[config.mk]
export PLATFORM = sky130hd
export DESIGN_NAME = fctl_top
export DESIGN_NICKNAME = d
export VERILOG_FILES = /design/src/rtl/fctl_pkg.sv /design/src/rtl/fctl_decode.sv /design/src/rtl/fctl_hazard.sv /design/src/rtl/fctl_pc.sv /design/src/rtl/fctl_ir.sv /design/src/rtl/fctl_top.sv
export SDC_FILE = /design/constraint.sdc
export NUM_CORES = 1
export LEC_CHECK = 0
export CELL_PAD_IN_SITES_DETAIL_PLACEMENT = 0
export CELL_PAD_IN_SITES_GLOBAL_PLACEMENT = 1
export CORE_UTILIZATION = 34
export CTS_CLUSTER_DIAMETER = 30
export CTS_CLUSTER_SIZE = 14
export DETAILED_ROUTE_END_ITERATION = 8
export GPL_TIMING_DRIVEN = 1
export PLACE_DENSITY_LB_ADDON = 0.2
export REMOVE_ABC_BUFFERS = 1
export SKIP_CTS_REPAIR_TIMING = 1
export SYNTH_ARGS = -nofsm -noshare
export SYNTH_HDL_FRONTEND = slang
export SYNTH_HIERARCHICAL = 1
export SYNTH_SLANG_ARGS = --single-unit
export TNS_END_PERCENT = 5
[constraint.sdc]
create_clock -name clk -period 5 [get_ports clk]
set_input_delay 0.5 -clock clk [delete_from_list [all_inputs] [get_ports clk]]
set_output_delay 0.5 -clock clk [all_outputs]
set_load 0.01 [all_outputs]
[src/rtl/fctl_pkg.sv]
package fctl_pkg;

  typedef enum logic [1:0] {
    NPC_SEQ = 2'd0,
    NPC_BR  = 2'd1,
    NPC_JMP = 2'd2
  } npc_sel_e;

  typedef struct packed {
    logic ld;
    logic st;
    logic jmp;
    logic br;
    logic alu;
  } op_class_t;

endpackage

[src/rtl/fctl_decode.sv]
module fctl_decode
  import fctl_pkg::*;
#(
  parameter int          OPW       = 6,
  parameter logic [5:0]  OP_LOAD   = 6'h23,
  parameter logic [5:0]  OP_STORE  = 6'h2B,
  parameter logic [5:0]  OP_JUMP   = 6'h02,
  parameter logic [5:0]  OP_BRANCH = 6'h04
) (
  input  logic [OPW-1:0] opcode,
  output op_class_t      cls
);

  always_comb begin
    cls     = '0;
    cls.ld  = (opcode == OP_LOAD[OPW-1:0]);
    cls.st  = (opcode == OP_STORE[OPW-1:0]);
    cls.jmp = (opcode == OP_JUMP[OPW-1:0]);
    cls.br  = (opcode == OP_BRANCH[OPW-1:0]);
    cls.alu = !(cls.ld || cls.st || cls.jmp || cls.br);
  end

endmodule

[src/rtl/fctl_hazard.sv]
module fctl_hazard
  import fctl_pkg::*;
(
  input  op_class_t cls,
  input  logic      br_taken,
  output logic      pc_en,
  output logic      addr_sel,
  output npc_sel_e  npc_sel,
  output logic      ir_sel
);

  logic port_steal;
  logic redirect_br;

  always_comb begin
    port_steal  = cls.ld || cls.st;
    redirect_br = cls.br && br_taken;
    pc_en       = !port_steal;
    addr_sel    = port_steal;
    if (cls.jmp)
      npc_sel = NPC_JMP;
    else if (redirect_br)
      npc_sel = NPC_BR;
    else
      npc_sel = NPC_SEQ;
    ir_sel = port_steal || cls.jmp || redirect_br;
  end

endmodule

[src/rtl/fctl_pc.sv]
module fctl_pc
  import fctl_pkg::*;
#(
  parameter int          XLEN     = 32,
  parameter int          OPW      = 6,
  parameter int          IMMW     = 16,
  parameter logic [31:0] START_PC = 32'h0
) (
  input  logic              clk,
  input  logic              rst_n,
  input  logic              pc_en,
  input  npc_sel_e          npc_sel,
  input  logic [XLEN-OPW-1:0] ir_field,
  output logic [XLEN-1:0]   pc
);

  localparam int JW   = XLEN - OPW;
  localparam int KEEP = XLEN - JW - 2;
  localparam int SEXW = XLEN - IMMW - 2;

  logic [XLEN-1:0] pc_q;
  logic [XLEN-1:0] pc_d;
  logic [XLEN-1:0] jmp_tgt;
  logic [XLEN-1:0] br_tgt;

  always_comb begin
    jmp_tgt = {pc_q[XLEN-1 -: KEEP], ir_field, 2'b00};
    br_tgt  = pc_q + {{SEXW{ir_field[IMMW-1]}}, ir_field[IMMW-1:0], 2'b00};
    case (npc_sel)
      NPC_JMP: pc_d = jmp_tgt;
      NPC_BR:  pc_d = br_tgt;
      default: pc_d = pc_q + XLEN'(4);
    endcase
  end

  always_ff @(posedge clk or negedge rst_n) begin
    if (!rst_n)
      pc_q <= START_PC[XLEN-1:0];
    else if (pc_en)
      pc_q <= pc_d;
  end

  assign pc = pc_q;

  a_r2_pc_hold: assert property (@(posedge clk) disable iff (!rst_n)
    !pc_en |=> pc == $past(pc));

  a_r8_pc_step: assert property (@(posedge clk) disable iff (!rst_n)
    (pc_en && npc_sel == NPC_SEQ) |=> pc == $past(pc) + XLEN'(4));

  a_r6_jump_region: assert property (@(posedge clk) disable iff (!rst_n)
    (pc_en && npc_sel == NPC_JMP) |=>
      (pc[1:0] == 2'b00 && pc[XLEN-1 -: KEEP] == $past(pc[XLEN-1 -: KEEP])));

endmodule

[src/rtl/fctl_ir.sv]
module fctl_ir #(
  parameter int          XLEN     = 32,
  parameter logic [31:0] NOP_WORD = 32'h0
) (
  input  logic            clk,
  input  logic            rst_n,
  input  logic            ir_sel,
  input  logic [XLEN-1:0] mem_rdata,
  output logic [XLEN-1:0] ir
);

  logic [XLEN-1:0] ir_q;
  logic [XLEN-1:0] ir_d;

  always_comb begin
    ir_d = ir_sel ? NOP_WORD[XLEN-1:0] : mem_rdata;
  end

  always_ff @(posedge clk or negedge rst_n) begin
    if (!rst_n)
      ir_q <= NOP_WORD[XLEN-1:0];
    else
      ir_q <= ir_d;
  end

  assign ir = ir_q;

  a_r4_squash: assert property (@(posedge clk) disable iff (!rst_n)
    ir_sel |=> ir == NOP_WORD[XLEN-1:0]);

  a_r8_capture: assert property (@(posedge clk) disable iff (!rst_n)
    !ir_sel |=> ir == $past(mem_rdata));

endmodule

[src/rtl/fctl_top.sv]
module fctl_top
  import fctl_pkg::*;
#(
  parameter int          XLEN      = 32,
  parameter int          OPW       = 6,
  parameter int          IMMW      = 16,
  parameter logic [31:0] START_PC  = 32'h0,
  parameter logic [31:0] NOP_WORD  = 32'h0,
  parameter logic [5:0]  OP_LOAD   = 6'h23,
  parameter logic [5:0]  OP_STORE  = 6'h2B,
  parameter logic [5:0]  OP_JUMP   = 6'h02,
  parameter logic [5:0]  OP_BRANCH = 6'h04
) (
  input  logic            clk,
  input  logic            rst_n,
  input  logic [XLEN-1:0] mem_rdata,
  input  logic [XLEN-1:0] alu_addr,
  input  logic            br_taken,
  output logic [XLEN-1:0] pc,
  output logic [XLEN-1:0] ir,
  output logic [XLEN-1:0] mem_addr,
  output logic            pc_en,
  output logic            addr_sel,
  output logic [1:0]      npc_sel,
  output logic            ir_sel
);

  localparam int JW = XLEN - OPW;

  op_class_t cls;
  npc_sel_e  npc_sel_w;
  logic      pc_en_w;
  logic      addr_sel_w;
  logic      ir_sel_w;

  fctl_decode #(
    .OPW(OPW), .OP_LOAD(OP_LOAD), .OP_STORE(OP_STORE),
    .OP_JUMP(OP_JUMP), .OP_BRANCH(OP_BRANCH)
  ) u_decode (
    .opcode (ir[XLEN-1 -: OPW]),
    .cls    (cls)
  );

  fctl_hazard u_hazard (
    .cls      (cls),
    .br_taken (br_taken),
    .pc_en    (pc_en_w),
    .addr_sel (addr_sel_w),
    .npc_sel  (npc_sel_w),
    .ir_sel   (ir_sel_w)
  );

  fctl_pc #(
    .XLEN(XLEN), .OPW(OPW), .IMMW(IMMW), .START_PC(START_PC)
  ) u_pc (
    .clk      (clk),
    .rst_n    (rst_n),
    .pc_en    (pc_en_w),
    .npc_sel  (npc_sel_w),
    .ir_field (ir[JW-1:0]),
    .pc       (pc)
  );

  fctl_ir #(
    .XLEN(XLEN), .NOP_WORD(NOP_WORD)
  ) u_ir (
    .clk       (clk),
    .rst_n     (rst_n),
    .ir_sel    (ir_sel_w),
    .mem_rdata (mem_rdata),
    .ir        (ir)
  );

  always_comb begin
    mem_addr = addr_sel_w ? alu_addr : pc;
  end

  assign pc_en    = pc_en_w;
  assign addr_sel = addr_sel_w;
  assign npc_sel  = npc_sel_w;
  assign ir_sel   = ir_sel_w;

  a_r9_one_class: assert property (@(posedge clk) disable iff (!rst_n)
    $countones(cls) == 1);

  a_r7_redirect_squash: assert property (@(posedge clk) disable iff (!rst_n)
    (npc_sel_w != NPC_SEQ) |-> ir_sel_w);

  a_r3_port_owner: assert property (@(posedge clk) disable iff (!rst_n)
    addr_sel_w |-> (!pc_en_w && ir_sel_w));

  a_r5_refetch: assert property (@(posedge clk) disable iff (!rst_n)
    addr_sel_w |=> (mem_addr == $past(pc)));

endmodule

# ---- Word-level counts from Yosys, hierarchy flattened
# Index checks and enable logic that the tools add are counted.
dict set report classes {
  shifts 0
  eq_ne 6
  bitwise_logic 2
  multipliers 0
  n_lt_le_gt_ge 0
  muxes 5
  reduce_logical 6
  addsub 2
  div_mod_pow 0
}
# op n
set ops {}
lappend ops {{32-bit 2-to-1 mux} 2}
lappend ops {{32-bit case mux with 2 select lines} 1}
lappend ops {{32-bit by 3-bit adder with 32-bit output, second input constant} 1}
lappend ops {{32-bit adder} 1}
lappend ops {{6-bit == test, second input constant} 2}
lappend ops {{6-bit by 2-bit == test with 1-bit output, second input constant} 1}
lappend ops {{6-bit by 3-bit == test with 1-bit output, second input constant} 1}
lappend ops {{1-bit logical OR} 3}
lappend ops {{2-bit by 1-bit == test with 1-bit output, second input constant} 1}
lappend ops {{2-bit == test, second input constant} 1}
lappend ops {{2-bit 2-to-1 mux} 1}
lappend ops {{1-bit NOT} 2}
lappend ops {{2-bit AND reduction} 1}
lappend ops {{1-bit logical AND} 1}
lappend ops {{1-bit logical NOT} 1}
lappend ops {{1-bit 2-to-1 mux} 1}
dict set report word_totals {
  mem_count 0
  output_inout_bits 101
  ram_bits 0
  ff_bits 64
  latchBits 0
  in_bits 67
  romBits 0
}

# ---- Depth between registers and ports, before layout
dict set report logic_depth {
  ltp_word 7
  depth_mapped 15
  depth_no_buf 15
}

# ---- Cells and area by module
# Netlist, hierarchy kept.
# module cells_each instances seq_area_each_um2 area_each_um2
set modules_own_cells {}
lappend modules_own_cells {fctl_pc 393 1 750.7 3025.4}
lappend modules_own_cells {fctl_ir 67 1 800.8 1023.5}
lappend modules_own_cells {fctl_top 36 1 0.0 544.3}
lappend modules_own_cells {fctl_decode 11 1 0.0 88.8}
lappend modules_own_cells {fctl_hazard 5 1 0.0 38.8}

# ---- Worst setup path after synthesis
# Ideal clock, no wire load.
dict set report synth_timing {
  path_type {reg-to-reg}
  start {register u_ir.ir_q[26], in the netlist u_ir/ir[26]}
  end {register u_pc.pc_q[22], in the netlist u_pc/pc[22]}
  n_path_buf 0
  synth_period_minus_slack_ns 4.065
  path_slack_ns 0.935
  arrival_time_ns 3.944
  path_stages_with_launch 16
  required_ns 4.879
  setup_ns 0.121
  path_cell_list {dfrtp_1 > or3_4 > nor4b_4 > and3b_2 > nor2b_1 > nand2b_1 > ha_1 > fa_1 > a21o_1 > nand4_1 > a211oi_1 > or3b_4 > a31oi_4 > mux2i_1 > o21ai_1 > a22o_1}
}
# element line_no
set synth_lines {}
lappend synth_lines {{start: declaration} fctl_ir.sv:12} ;# logic [XLEN-1:0] ir_q;
lappend synth_lines {{start signal: assignment} fctl_ir.sv:21} ;# ir_q <= NOP_WORD[XLEN-1:0];
lappend synth_lines {{start signal: assignment} fctl_ir.sv:23} ;# ir_q <= ir_d;
lappend synth_lines {{end signal: assignment} fctl_pc.sv:38} ;# pc_q <= START_PC[XLEN-1:0];
lappend synth_lines {{end signal: assignment} fctl_pc.sv:40} ;# pc_q <= pc_d;
lappend synth_lines {{end: declaration} fctl_pc.sv:21} ;# logic [XLEN-1:0] pc_q;

==> results.sh <==
export IMPL_max_slew_worst_pin_slew_ns=0.703
export IMPL_final_cell_count_no_fill=842
export IMPL_drv_slew=0
export IMPL_p_int_mw=1.80
export IMPL_gr_usage_all_layers=0.196
export IMPL_wl_mm=13.8
export IMPL_numCtsBuffers=9
export IMPL_cts_max_level=3
export IMPL_max_freq_ghz=0.220
export IMPL_drc=0
export IMPL_irDropWorstVdd_v=0.000156
export IMPL_port_buffers=165
export IMPL_final_common_cell="clkdlybuf4s50_1"
export IMPL_start_util=0.352
export IMPL_die_h_um=120
export IMPL_path_clk_slew_ns=0.05
export IMPL_hpwl_mm=10.0
export IMPL_worstPathRequired_ns=5.22
export IMPL_endpoint_kind="flip-flop"
export IMPL_timing_setup_tns_ns=0
export IMPL_area_growth_pct=43.1
export IMPL_p_switching_uw=998
export IMPL_drive_gt1_frac=0.114
export IMPL_period_share=0.911
export IMPL_yosys_warnings=6
export IMPL_p_comb_frac=0.486
export IMPL_cts_sinks=62
export IMPL_layout_common_cells="164 x clkdlybuf4s50_1, 62 x dfrtp_1, 47 x nand2_1"
export IMPL_die_area_um2=14300
export IMPL_gp_congestion=0.834
export IMPL_start_kind="flip-flop"
export IMPL_cts_tree="built"
export IMPL_fin_crit_ns=4.55
export IMPL_wl_per_cell_um=16.4
export IMPL_pre_cts_slack_ns=0.428
export IMPL_drt_iter0_markers=292
export IMPL_vias=4398
export IMPL_ant_nets=0
export IMPL_rows=42
export IMPL_swShare=0.357
export IMPL_core_area_um2=13300
export IMPL_power_density_nw_per_um2=416
export IMPL_seq_power_share=0.298
export IMPL_nFillCells=1260
export IMPL_root_buffer="clkbuf_16"
export IMPL_antenna_found_initial=0
export IMPL_netlist_area_um2=4700
export IMPL_rsz0062_at_grt="false"
export IMPL_cp_max_fo=10
export IMPL_ioPinCount=168
export IMPL_min_path_type="input port to asynchronous set/reset pin"
export IMPL_synth_avg_cell_area_um2=9.24
export IMPL_grt_pass1_wl_mm=22.2
export IMPL_num_antenna_cells=0
export IMPL_syn_inst=509
export IMPL_finish_utilization=0.504
export IMPL_clkPwrFrac=0.216
export IMPL_grt_overflow=0
export IMPL_dp_cells=826
export IMPL_vias_per_cell=5.22
export IMPL_maxSlewHeadroom=0.530
export IMPL_power_leakage_nw=2.84
export IMPL_grt_pass1_vias=4203
export IMPL_grt_max_degree=45
export IMPL_crit_type="flip-flop to flip-flop"
export IMPL_cts_buffer_depth=2
export IMPL_fin_ws_ns=0.445
export IMPL_status="finished clean"
export IMPL_firstDrtPassIters=5
export IMPL_cap_violations=0
export IMPL_finalPower_mw=2.80
export IMPL_finalSetupViolCount=0
export IMPL_hold_viol=0
export IMPL_die_width_um=120
export IMPL_nNetsFinal=745
export IMPL_crit_arrival_ns=4.77
export IMPL_clock_latency_ns=0.34
export IMPL_clock_skew_ns=0.00445
## stage by stage
stage | cell area [um2] | hold WS, ns
global placement | 6440 | 0.456
detailed placement | 6440 | 0.457
CTS | 6730 | 0.0990
finish | 6730 | 0.0916
floorplan | 4500 | 0.204
global route | 6730 | 0.123
## state kept, by name, summed over array words and instances, names as in the netlist
register,cells
u_ir/ir,32
u_pc/pc,30
## critical path, cell delays in order (launching register included)
cell and delay (ns):
dfrtp_1 0.41, or3_4 0.40, nor4b_4 0.26, and3b_2 0.29, nor2b_1 0.55, nand2b_1 0.13, ha_1 0.25, fa_1 0.41
a21o_1 0.21, nand4_1 0.11, a211oi_1 0.10, or3b_4 0.45, a311oi_1 0.32, a311o_1 0.22, nor3_1 0.06, a211o_1 0.28
## power groups by stage
stage	registers [mW]	logic [mW]	clock network, mW
2_1_floorplan	0.835	0.692	0
3_3_place_gp	0.842	1.34	0
3_5_place_dp	0.846	1.36	0
4_1_cts	0.839	1.37	0.620
5_1_grt	0.866	1.47	0.639
6_report	0.834	1.36	0.603
## metal layers
| metal | vias to the layer above | track usage | share of wire | routed length (um) |
|---|---|---|---|---|
| li1 | 2133 | - | - | - |
| met3 | 10 | 0.0361 | 0.064 | 886 |
| met2 | 165 | 0.303 | 0.45 | 6160 |
| met1 | 2090 | 0.274 | 0.48 | 6560 |
| met5 | - | 0 | 0 | 0 |
| met4 | 0 | 0.0680 | 0.013 | 176 |
## worst paths after layout
path | from | end | slack, ns | cells past startpoint
setup / recovery | u_ir/ir[26] | u_pc/pc[24] | 0.45 | 15
min in group clk | u_pc/pc[31] | u_pc/pc[31] | 0.49 | 1
hold / removal | rst_n | u_ir/ir[6] | 0.09 | 1
setup reg to reg | u_ir/ir[26] | u_pc/pc[24] | 0.45 | 15
max in group asynchronous | rst_n | u_pc/pc[30] | 3.96 | 2
hold reg to reg | u_pc/pc[31] | u_pc/pc[31] | 0.49 | 1
## cell type report
cell class	instances	area (um2)	area share
Clock inverter	3	17.5	0.00260
Sequential cell	62	1550	0.230
Clock buffer	13	270	0.0401
Multi-Input combinational cell	404	2920	0.434
Tap cell	176	220	0.0327
Inverter	10	37.5	0.00558
Timing Repair Buffer	174	1710	0.255
No activity file was read; power rests on OpenSTA's default activity.
